<file path="src/rtl/latmon_pkg.sv">
package latmon_pkg;
  typedef enum logic {TRACK_MIN = 1'b0, TRACK_MAX = 1'b1} track_e;
endpackage

</file>
<file path="src/rtl/latmon_rst_sync.sv">
module latmon_rst_sync #(
  parameter int STAGES = 2
) (
  input  logic clk,
  input  logic arst_n,
  output logic rst_n_o
);
  logic [STAGES-1:0] sync_q;
  logic [STAGES-1:0] sync_d;

  always_comb sync_d = {sync_q[STAGES-2:0], 1'b1};

  always_ff @(posedge clk or negedge arst_n) begin
    if (!arst_n) sync_q <= '0;
    else         sync_q <= sync_d;
  end

  assign rst_n_o = sync_q[STAGES-1];
endmodule

</file>
<file path="src/rtl/latmon_extreme.sv">
module latmon_extreme
  import latmon_pkg::*;
#(
  parameter int     DATA_W = 8,
  parameter track_e KIND   = TRACK_MIN
) (
  input  logic              clk,
  input  logic              rst_n,
  input  logic              en_i,
  input  logic              seed_i,
  input  logic [DATA_W-1:0] val_i,
  output logic [DATA_W-1:0] nxt_o,
  output logic [DATA_W-1:0] q_o
);
  logic [DATA_W-1:0] ext_q;
  logic              better;

  generate
    if (KIND == TRACK_MAX) begin : g_max
      always_comb better = (val_i > ext_q);
    end else begin : g_min
      always_comb better = (val_i < ext_q);
    end
  endgenerate

  always_comb begin
    nxt_o = ext_q;
    if (en_i && (seed_i || better)) nxt_o = val_i;
  end

  always_ff @(posedge clk or negedge rst_n) begin
    if (!rst_n)    ext_q <= '0;
    else if (en_i) ext_q <= nxt_o;
  end

  assign q_o = ext_q;
endmodule

</file>
<file path="src/rtl/latmon_pack.sv">
module latmon_pack #(
  parameter int DATA_W = 8,
  parameter int NIB_W  = 4
) (
  input  logic [DATA_W-1:0]  min_i,
  input  logic [DATA_W-1:0]  max_i,
  output logic [2*NIB_W-1:0] leds_o
);
  always_comb leds_o = ~{max_i[NIB_W-1:0], min_i[NIB_W-1:0]};
endmodule

</file>
<file path="src/rtl/latency_monitor.sv">
module latency_monitor
  import latmon_pkg::*;
#(
  parameter int DATA_W = 8,
  parameter int NIB_W  = 4
) (
  input  logic                clk,
  input  logic                rst_n,
  input  logic                sample_i,
  input  logic [DATA_W-1:0]   count_i,
  output logic [2*NIB_W-1:0]  port_o
);
  localparam int PORT_W = 2 * NIB_W;

  logic              rst_sync_n;
  logic              init_q, init_d;
  logic [DATA_W-1:0] min_q, min_nxt, max_q, max_nxt;
  logic [PORT_W-1:0] port_q, port_d;

  latmon_rst_sync #(.STAGES(2)) u_rst (
    .clk(clk), .arst_n(rst_n), .rst_n_o(rst_sync_n)
  );

  latmon_extreme #(.DATA_W(DATA_W), .KIND(TRACK_MIN)) u_min (
    .clk(clk), .rst_n(rst_sync_n), .en_i(sample_i), .seed_i(!init_q),
    .val_i(count_i), .nxt_o(min_nxt), .q_o(min_q)
  );

  latmon_extreme #(.DATA_W(DATA_W), .KIND(TRACK_MAX)) u_max (
    .clk(clk), .rst_n(rst_sync_n), .en_i(sample_i), .seed_i(!init_q),
    .val_i(count_i), .nxt_o(max_nxt), .q_o(max_q)
  );

  latmon_pack #(.DATA_W(DATA_W), .NIB_W(NIB_W)) u_pack (
    .min_i(min_nxt), .max_i(max_nxt), .leds_o(port_d)
  );

  always_comb init_d = init_q | sample_i;

  always_ff @(posedge clk or negedge rst_sync_n) begin
    if (!rst_sync_n) begin
      init_q <= 1'b0;
      port_q <= '1;
    end else begin
      init_q <= init_d;
      if (sample_i) port_q <= port_d;
    end
  end

  assign port_o = port_q;
endmodule

</file>
<file path="config.mk">
export PLATFORM = sky130hd
export DESIGN_NAME = latency_monitor
export DESIGN_NICKNAME = d
export VERILOG_FILES = /design/src/rtl/latmon_pkg.sv /design/src/rtl/latmon_rst_sync.sv /design/src/rtl/latmon_extreme.sv /design/src/rtl/latmon_pack.sv /design/src/rtl/latency_monitor.sv
export SDC_FILE = /design/constraint.sdc
export NUM_CORES = 1
export LEC_CHECK = 0
export BUFFER_PORTS_ARGS = -buffer_cell sky130_fd_sc_hd__clkbuf_2
export CAP_MARGIN = 15
export CORE_ASPECT_RATIO = 1.4
export CORE_MARGIN = 3
export CORE_UTILIZATION = 58
export CTS_CLUSTER_DIAMETER = 30
export DETAILED_ROUTE_END_ITERATION = 7
export PLACE_DENSITY_LB_ADDON = 0.1
export SLEW_MARGIN = 20
export SYNTH_ARGS = -nofsm -noshare
export SYNTH_HDL_FRONTEND = slang
export SYNTH_HIERARCHICAL = 1
export SYNTH_SLANG_ARGS = --single-unit
export TNS_END_PERCENT = 50
</file>
<file path="constraint.sdc">
create_clock -name clk -period 1 [get_ports clk]
set_clock_uncertainty 0.1 [all_clocks]
set_input_delay 0.1 -clock clk [delete_from_list [all_inputs] [get_ports clk]]
set_output_delay 0.1 -clock clk [all_outputs]
set_load 0.02 [all_outputs]
</file>
==> results.md, run 1 <==
- Largest net degree at the start of global routing: 26
- Worst path bufs/invs: 3
- Layout Utilization: 0.862
- Final Hold Fails: 3
- Site row count: 22
- Vias/cell: between 5 and 6
- Multi-input gate area: 961 µm²
- Placed Cells: roughly 200
- Vias in the first global route: ~1.2k
- CTS tree: yes
- Clk Tree Root Cell: clkbuf_4
- # diodes: 0
- WS Path Type: reg -> reg
- Final Max Tran Viols: 0
- Worst-path clk slew: between 0.15 and 0.2 ns
- Gpl congestion: 0.799
- First-pass GRT wire length: slightly below 6000 µm
- Slowest stage delay, CP: roughly 0.46 ns
- Routed wire length: slightly above 4000 µm
- Final instance area: roughly 2300 µm²
- I/O Pins: 19
- Pint: around 0.0046 W
- TritonCTS Sinks: 27
- Cells along the critical path: inv_1 > ha_4 > nand4_1 > or4_4 > o311ai_4 > buf_6 > mux2_4 > inv_2 > mux2_4
- CP arrival: roughly 2.5 ns
- Family with the most delay on the worst path: simple AND/OR/NAND/NOR gates
- Drt wl/cell: roughly 19 µm
- Layout Cells excl Fill: 222
- Worst Hold End: u_max/q_o[1]$_DFFE_PN0P_
- Share of cells above drive strength 1: 0.640
- Status: finished with violations
- Max_cap viols: 0
- RSZ-0062 raised after global routing: yes
- Die area: ~3500 µm²
- Combinational group share of total power: 0.633
- Period utilization: 2.30
- CTS max path bufs: 2
- Initial antenna violation count: 0
- Layout area overhead: 39.7%
- Worst r2r dst: port_o[6]$_DFFE_PN1P_
- Syn Nets: approximately 160
- Maximum fanout along the worst path: 6
- Maximum vdd drop: between 2 and 2.5 mV
- Switching power share of the total: 0.357
- Minimum clock period: 2.30 ns
- DRT iter0 DRCs: 18
- Final setup fails: 32
- GRT overflow: 0
- Pleak: 1.16 nW
- Mapped Cells: 130
- CP endpoint kind: flop
- Core area: 2670 µm²
- Horiz. Die Dim: about 51 µm
- HP Class: in -> reg
- Power Dens Cells: between 3000 and 4000 nW/µm²
- CP required: between 1 and 1.5 ns
- DP Area: between 1500 and 2000 µm²
- Final worst slack: -1.30 ns
- Residual DRC: 0
- Port Buffer Count: 18
- Setup slack, reg-to-reg: -1.30 ns
- Worst-case reg-to-reg path depth: 9
- Slowest-stage cell, CP: or4_4
- Net switching power: ~0.0026 W
- Min-Delay Startpoint: count_i[1]
- Hold depth: 2
- Initial Util: 0.617
- Num CTS Buffers: 3
- Maximum achievable frequency: approximately 0.43 GHz
- Nets: 213
- Mapped Area: around 1600 µm²
- YS warnings: 6
- Failing checks: negative hold slack, negative setup slack
- Clock group share of total power: 0.072
- Tot GR Track Use: 0.226
- Fill count: ~130
- DP HPWL: ~2300 µm
- Htree depth: 1
- Remaining antenna violation count: 0
- Chip height: 69.1 µm
- Sequential share of power: 0.295
- Placement Setup Slack: -1.40 ns
- WHS: -0.00683 ns
- Reg2reg start: u_max/q_o[5]$_DFFE_PN0P_
- Most used cell, CP: mux2_4
- Register area: a little under 700 µm²
- Syn_area_per_cell: 12.7 µm²
- Crit start category: flop
- Total power: 0.00717 W
- Skew-Pair Late Insertion Delay: 0.35 ns
- Detailed Routing Iterations Pass 1: 4
- Vias post-DR: ~1.2k
## flip-flops by register name, indices dropped and copies added (netlist names)
signal	count
init_q	1
port_o	8
u_max/q_o	8
u_min/q_o	8
u_rst/sync_q	2
## how the worst max path moves through the flow
stage                                        start                     to  slack, ns  depth (start not counted)
after global placement    u_max/q_o[3]$_DFFE_PN0P_  port_o[5]$_DFFE_PN1P_      -1.35                          8
after CTS                 u_max/q_o[4]$_DFFE_PN0P_  port_o[6]$_DFFE_PN1P_      -1.22                          9
after detailed placement  u_max/q_o[6]$_DFFE_PN0P_  port_o[6]$_DFFE_PN1P_      -1.40                          8
final                     u_max/q_o[5]$_DFFE_PN0P_  port_o[6]$_DFFE_PN1P_      -1.30                          9
after floorplan           u_max/q_o[1]$_DFFE_PN0P_  port_o[4]$_DFFE_PN1P_      -1.13                          9
after global routing      u_max/q_o[5]$_DFFE_PN0P_  port_o[4]$_DFFE_PN1P_      -1.39                          9
## per-layer routing
layer	track usage	up-vias	part of all wire
met1	0.254	595	0.38
met5	0	-	0
met4	0.0958	0	0.025
met2	0.397	27	0.56
met3	0.0497	9	0.032
li1	-	547	-
## power by group through the flow
| stage | Combinational [W] | Sequential [W] | Clock, W |
|---|---|---|---|
| 2_1_floorplan | 0.00222 | 0.00220 | 0 |
| 3_3_place_gp | 0.00306 | 0.00198 | 0 |
| 3_5_place_dp | 0.00319 | 0.00201 | 0 |
| 4_1_cts | 0.00389 | 0.00203 | 0.000505 |
| 5_1_grt | 0.00479 | 0.00218 | 0.000551 |
| 6_report | 0.00454 | 0.00211 | 0.000516 |
## area by class of cell
type	count	share of cell area
inverters	25	0.0408
repair buffers	55	0.212
multi-input cells	75	0.417
well taps	36	0.0196
clock buffers	3	0.00978
clock inverters	1	0.00217
flip-flops and latches	27	0.298
## placed cells by master (no fill, tap or decap), drive strengths merged, types with 3 or more instances in the layout
master	count
o21ai	5
ha	15
mux2	32
buf	41
a21oi	3
clkbuf	13
dfstp	8
dfrtp	19
inv	25
dlygate4sd3	4
nand2	5
## worst reg2reg max path: cells and delay by family (launching register included)
| family | cells | cell delay, ns |
|---|---|---|
| and+or+nand+nor | 2 | 0.61 |
| muxes | 2 | 0.45 |
| DFF | 1 | 0.41 |
| adders and majority gates | 1 | 0.28 |
| buffers and inverters | 3 | 0.32 |
| AOI/OAI and AO/OA | 1 | 0.09 |
## timing repair
action | CTS | global route
pin swaps | 6 | 3
endpoints found under the hold margin | 6 | 0
gates resized for setup | 35 | 14
buffers inserted | 6 | 9
hold buffers | 4 | 0
setup endpoints to repair | 32 | 32
## metrics by stage
stage / TNS (ns) / hold slack (ns)
2_1_floorplan: -23.66 / -0.296
3_3_place_gp: -27.32 / -0.215
3_5_place_dp: -27.95 / -0.214
4_1_cts: -28.00 / 0.00185
5_1_grt: -31.60 / -0.00515
6_report: -29.74 / -0.00683
Power figures use the tool's default switching activity.
==> run 2, diff against run 1 <==
--- a/config.mk
+++ b/config.mk
@@ -18,4 +18,3 @@
 export SYNTH_HDL_FRONTEND = slang
 export SYNTH_HIERARCHICAL = 1
 export SYNTH_SLANG_ARGS = --single-unit
-export TNS_END_PERCENT = 50
==> results.md, run 2 (same netlist as run 1, synthesis figures left out) <==
- Status: finished with violations (unchanged)
- Failing checks: negative setup slack (was negative hold slack, negative setup slack)
- Worst r2r dst: port_o[6]$_DFFE_PN1P_ (unchanged)
- Remaining antenna violation count: 0 (unchanged)
- Slowest stage delay, CP: 0.52 ns (was 0.46 ns)
- Final Max Tran Viols: 0 (unchanged)
- CP startpoint: u_max/q_o[3]$_DFFE_PN0P_ (was u_max/q_o[5]$_DFFE_PN0P_)
- Share of cells above drive strength 1: 0.660 (was 0.640)
- Slowest-stage cell, CP: or4_4 (unchanged)
- Num CTS Buffers: 3 (unchanged)
- Cells along the critical path: inv_1 > ha_1 > nand2_1 > or4_4 > o311ai_4 > buf_6 > mux2_4 > inv_2 > mux2_4 (was inv_1 > ha_4 > nand4_1 > or4_4 > o311ai_4 > buf_6 > mux2_4 > inv_2 > mux2_4)
- Reg2reg start: u_max/q_o[3]$_DFFE_PN0P_ (was u_max/q_o[5]$_DFFE_PN0P_)
- DP HPWL: 2570 µm (was 2280 µm)
- Die area: 3530 µm² (unchanged)
- GRT met1 Usage: 0.262 (was 0.254)
- Largest net degree at the start of global routing: 26 (unchanged)
- Vias post-DR: 1,268 (was 1,178)
- Site row count: 22 (unchanged)
- Worst-path clk slew: 0.15 ns (was 0.16 ns)
- Initial antenna violation count: 0 (unchanged)
- Maximum achievable frequency: 0.423 GHz (was 0.435 GHz)
- Tot GR Track Use: 0.226 (about the same)
- Period utilization: 2.37 (was 2.30)
- Htree depth: 1 (unchanged)
- Final worst slack: -1.37 ns (was -1.30 ns)
- Routed wire length: 4810 µm (was 4130 µm)
- Nets: 218 (was 213)
- CTS tree: yes (unchanged)
- CP endpoint kind: flop (unchanged)
- Most used cell, CP: mux2_4 (unchanged)
- Pleak: 1.18 nW (was 1.16 nW)
- Core area: 2670 µm² (unchanged)
- Met3 Use GR: 0.0194 (was 0.0497)
- Worst path bufs/invs: 3 (unchanged)
- Setup slack, reg-to-reg: -1.37 ns (was -1.30 ns)
- Minimum clock period: 2.37 ns (was 2.30 ns)
- CP endpoint: port_o[6]$_DFFE_PN1P_ (unchanged)
- Placed Cells: 203 (was 199)
- CP required: 1.18 ns (was 1.21 ns)
- Final setup fails: 32 (unchanged)
- Crit start category: flop (unchanged)
- Commonest non-fill, non-tap cell in the layout: mux2_4 (unchanged)
- RSZ-0062 raised after global routing: yes (unchanged)
- Max_cap viols: 0 (unchanged)
- CP arrival: 2.54 ns (was 2.51 ns)
- Vias/cell: 5.59 (was 5.31)
- Maximum vdd drop: 2.25 mV (was 2.05 mV)
- Chip height: 69.1 µm (unchanged)
- Worst-case reg-to-reg path depth: 9 (unchanged)
- Power Dens Cells: 3130 nW/µm² (was 3110 nW/µm²)
- Clk Tree Root Cell: clkbuf_4 (unchanged)
- Residual DRC: 0 (unchanged)
- Layout Utilization: 0.880 (was 0.862)
- GRT overflow: 0 (unchanged)
- WS Path Type: reg -> reg (unchanged)
- Detailed Routing Iterations Pass 1: 4 (unchanged)
- Most frequent cells in the layout: mux2_4, buf_4, dfrtp_1 (unchanged)
- I/O Pins: 19 (unchanged)
- CTS max path bufs: 2 (unchanged)
- Gpl congestion: 0.775 (was 0.799)
- WP depth: 9 (unchanged)
- TritonCTS Sinks: 27 (unchanged)
- Layout Cells excl Fill: 227 (was 222)
- Skew-Pair Late Insertion Delay: 0.32 ns (was 0.35 ns)
- GR peak layer: met2 (unchanged)
- First-pass GRT wire length: 6090 µm (was 5850 µm)
- Initial Util: 0.617 (unchanged)
- Drt wl/cell: 21.2 µm (was 18.6 µm)
- Port Buffer Count: 18 (unchanged)
- Grt met2 use: 0.422 (was 0.397)
- Horiz. Die Dim: 51.1 µm (unchanged)
- HP Class: in -> reg (unchanged)
- DRT iter0 DRCs: 67 (was 18)
- # diodes: 0 (unchanged)
- Final Hold Fails: 0 (was 3)
- Maximum fanout along the worst path: 5 (was 6)
- Vias in the first global route: 1,333 (was 1,214)
- Family with the most delay on the worst path: simple AND/OR/NAND/NOR gates (unchanged)
- Layout area overhead: 42.5% (was 39.7%)
## run 2: changes by cell type in the layout (fill, tap and decap cells not counted), moves of 2 or more
cell    before  now
buf_6        5    9
inv_1       15   12
mux2_4      30   28
buf_12       1    3
mux2_2       2    4
inv_2       10   13
## run 2: layout make-up
cell class,count,area (µm²)
multi-input cells,75,933
flip-flops and latches,27,686
repair buffers,60,564
fillers,116,322
inverters,25,93.8
well taps,36,45.0
clock buffers,4,26.3
## run 2: power by group
| group | switching, W | leakage (nW) | internal [W] |
|---|---|---|---|
| clock | 0.000333 | 0.0150 | 0.000156 |
| combinational | 0.00193 | 0.859 | 0.00280 |
| sequential | 0.000417 | 0.304 | 0.00172 |
| total | 0.00268 | 1.18 | 0.00467 |
## run 2: metrics by stage
step / area [µm²] / power (W) / TNS, ns / setup slack, ns / hold WS (ns)
floorplan: 1700 / 0.00451 / -24.09 / -1.13 / -0.296
global placement: 1990 / 0.00517 / -26.75 / -1.32 / -0.214
detailed placement: 1990 / 0.00536 / -28.26 / -1.39 / -0.213
CTS: 2280 / 0.00664 / -28.03 / -1.19 / 0.0439
global route: 2350 / 0.00768 / -31.85 / -1.39 / 0.0504
finish: 2350 / 0.00736 / -31.01 / -1.37 / 0.0582
## run 2: routing by layer
metal	wire length [µm]	share of wire	up-vias
met3	188	0.039	15
met2	2720	0.56	52
met5	0	0	-
li1	-	-	560
met4	155	0.032	0
met1	1750	0.36	641
## run 2: how the worst min path moves through the flow
stage / from / to / slack, ns / depth (start not counted)
detailed placement: rst_n / u_rst/sync_q[1]$_DFF_PN0_ / -0.21 / 1
finish: count_i[4] / u_min/q_o[4]$_DFFE_PN0P_ / 0.06 / 3
floorplan: rst_n / u_rst/sync_q[0]$_DFF_PN0_ / -0.30 / 0
CTS: count_i[0] / u_max/q_o[0]$_DFFE_PN0P_ / 0.04 / 3
global placement: rst_n / u_rst/sync_q[0]$_DFF_PN0_ / -0.21 / 1
global route: count_i[4] / u_min/q_o[4]$_DFFE_PN0P_ / 0.05 / 3
## run 2: tightest hold or removal path, cell delays in order
cell and delay [ns]:
clkbuf_2 0.10, buf_4 0.12, mux2_4 0.13
## run 2: what timing repair did
item / CTS / global route
endpoints found under the setup margin: 32 / 32
cloned: 0 / 0
hold buffers: 3 / 0
setup buffers: 13 / 5
endpoints found under the hold margin: 3 / 0
pin swaps: 4 / 3
gates resized for setup: 31 / 17
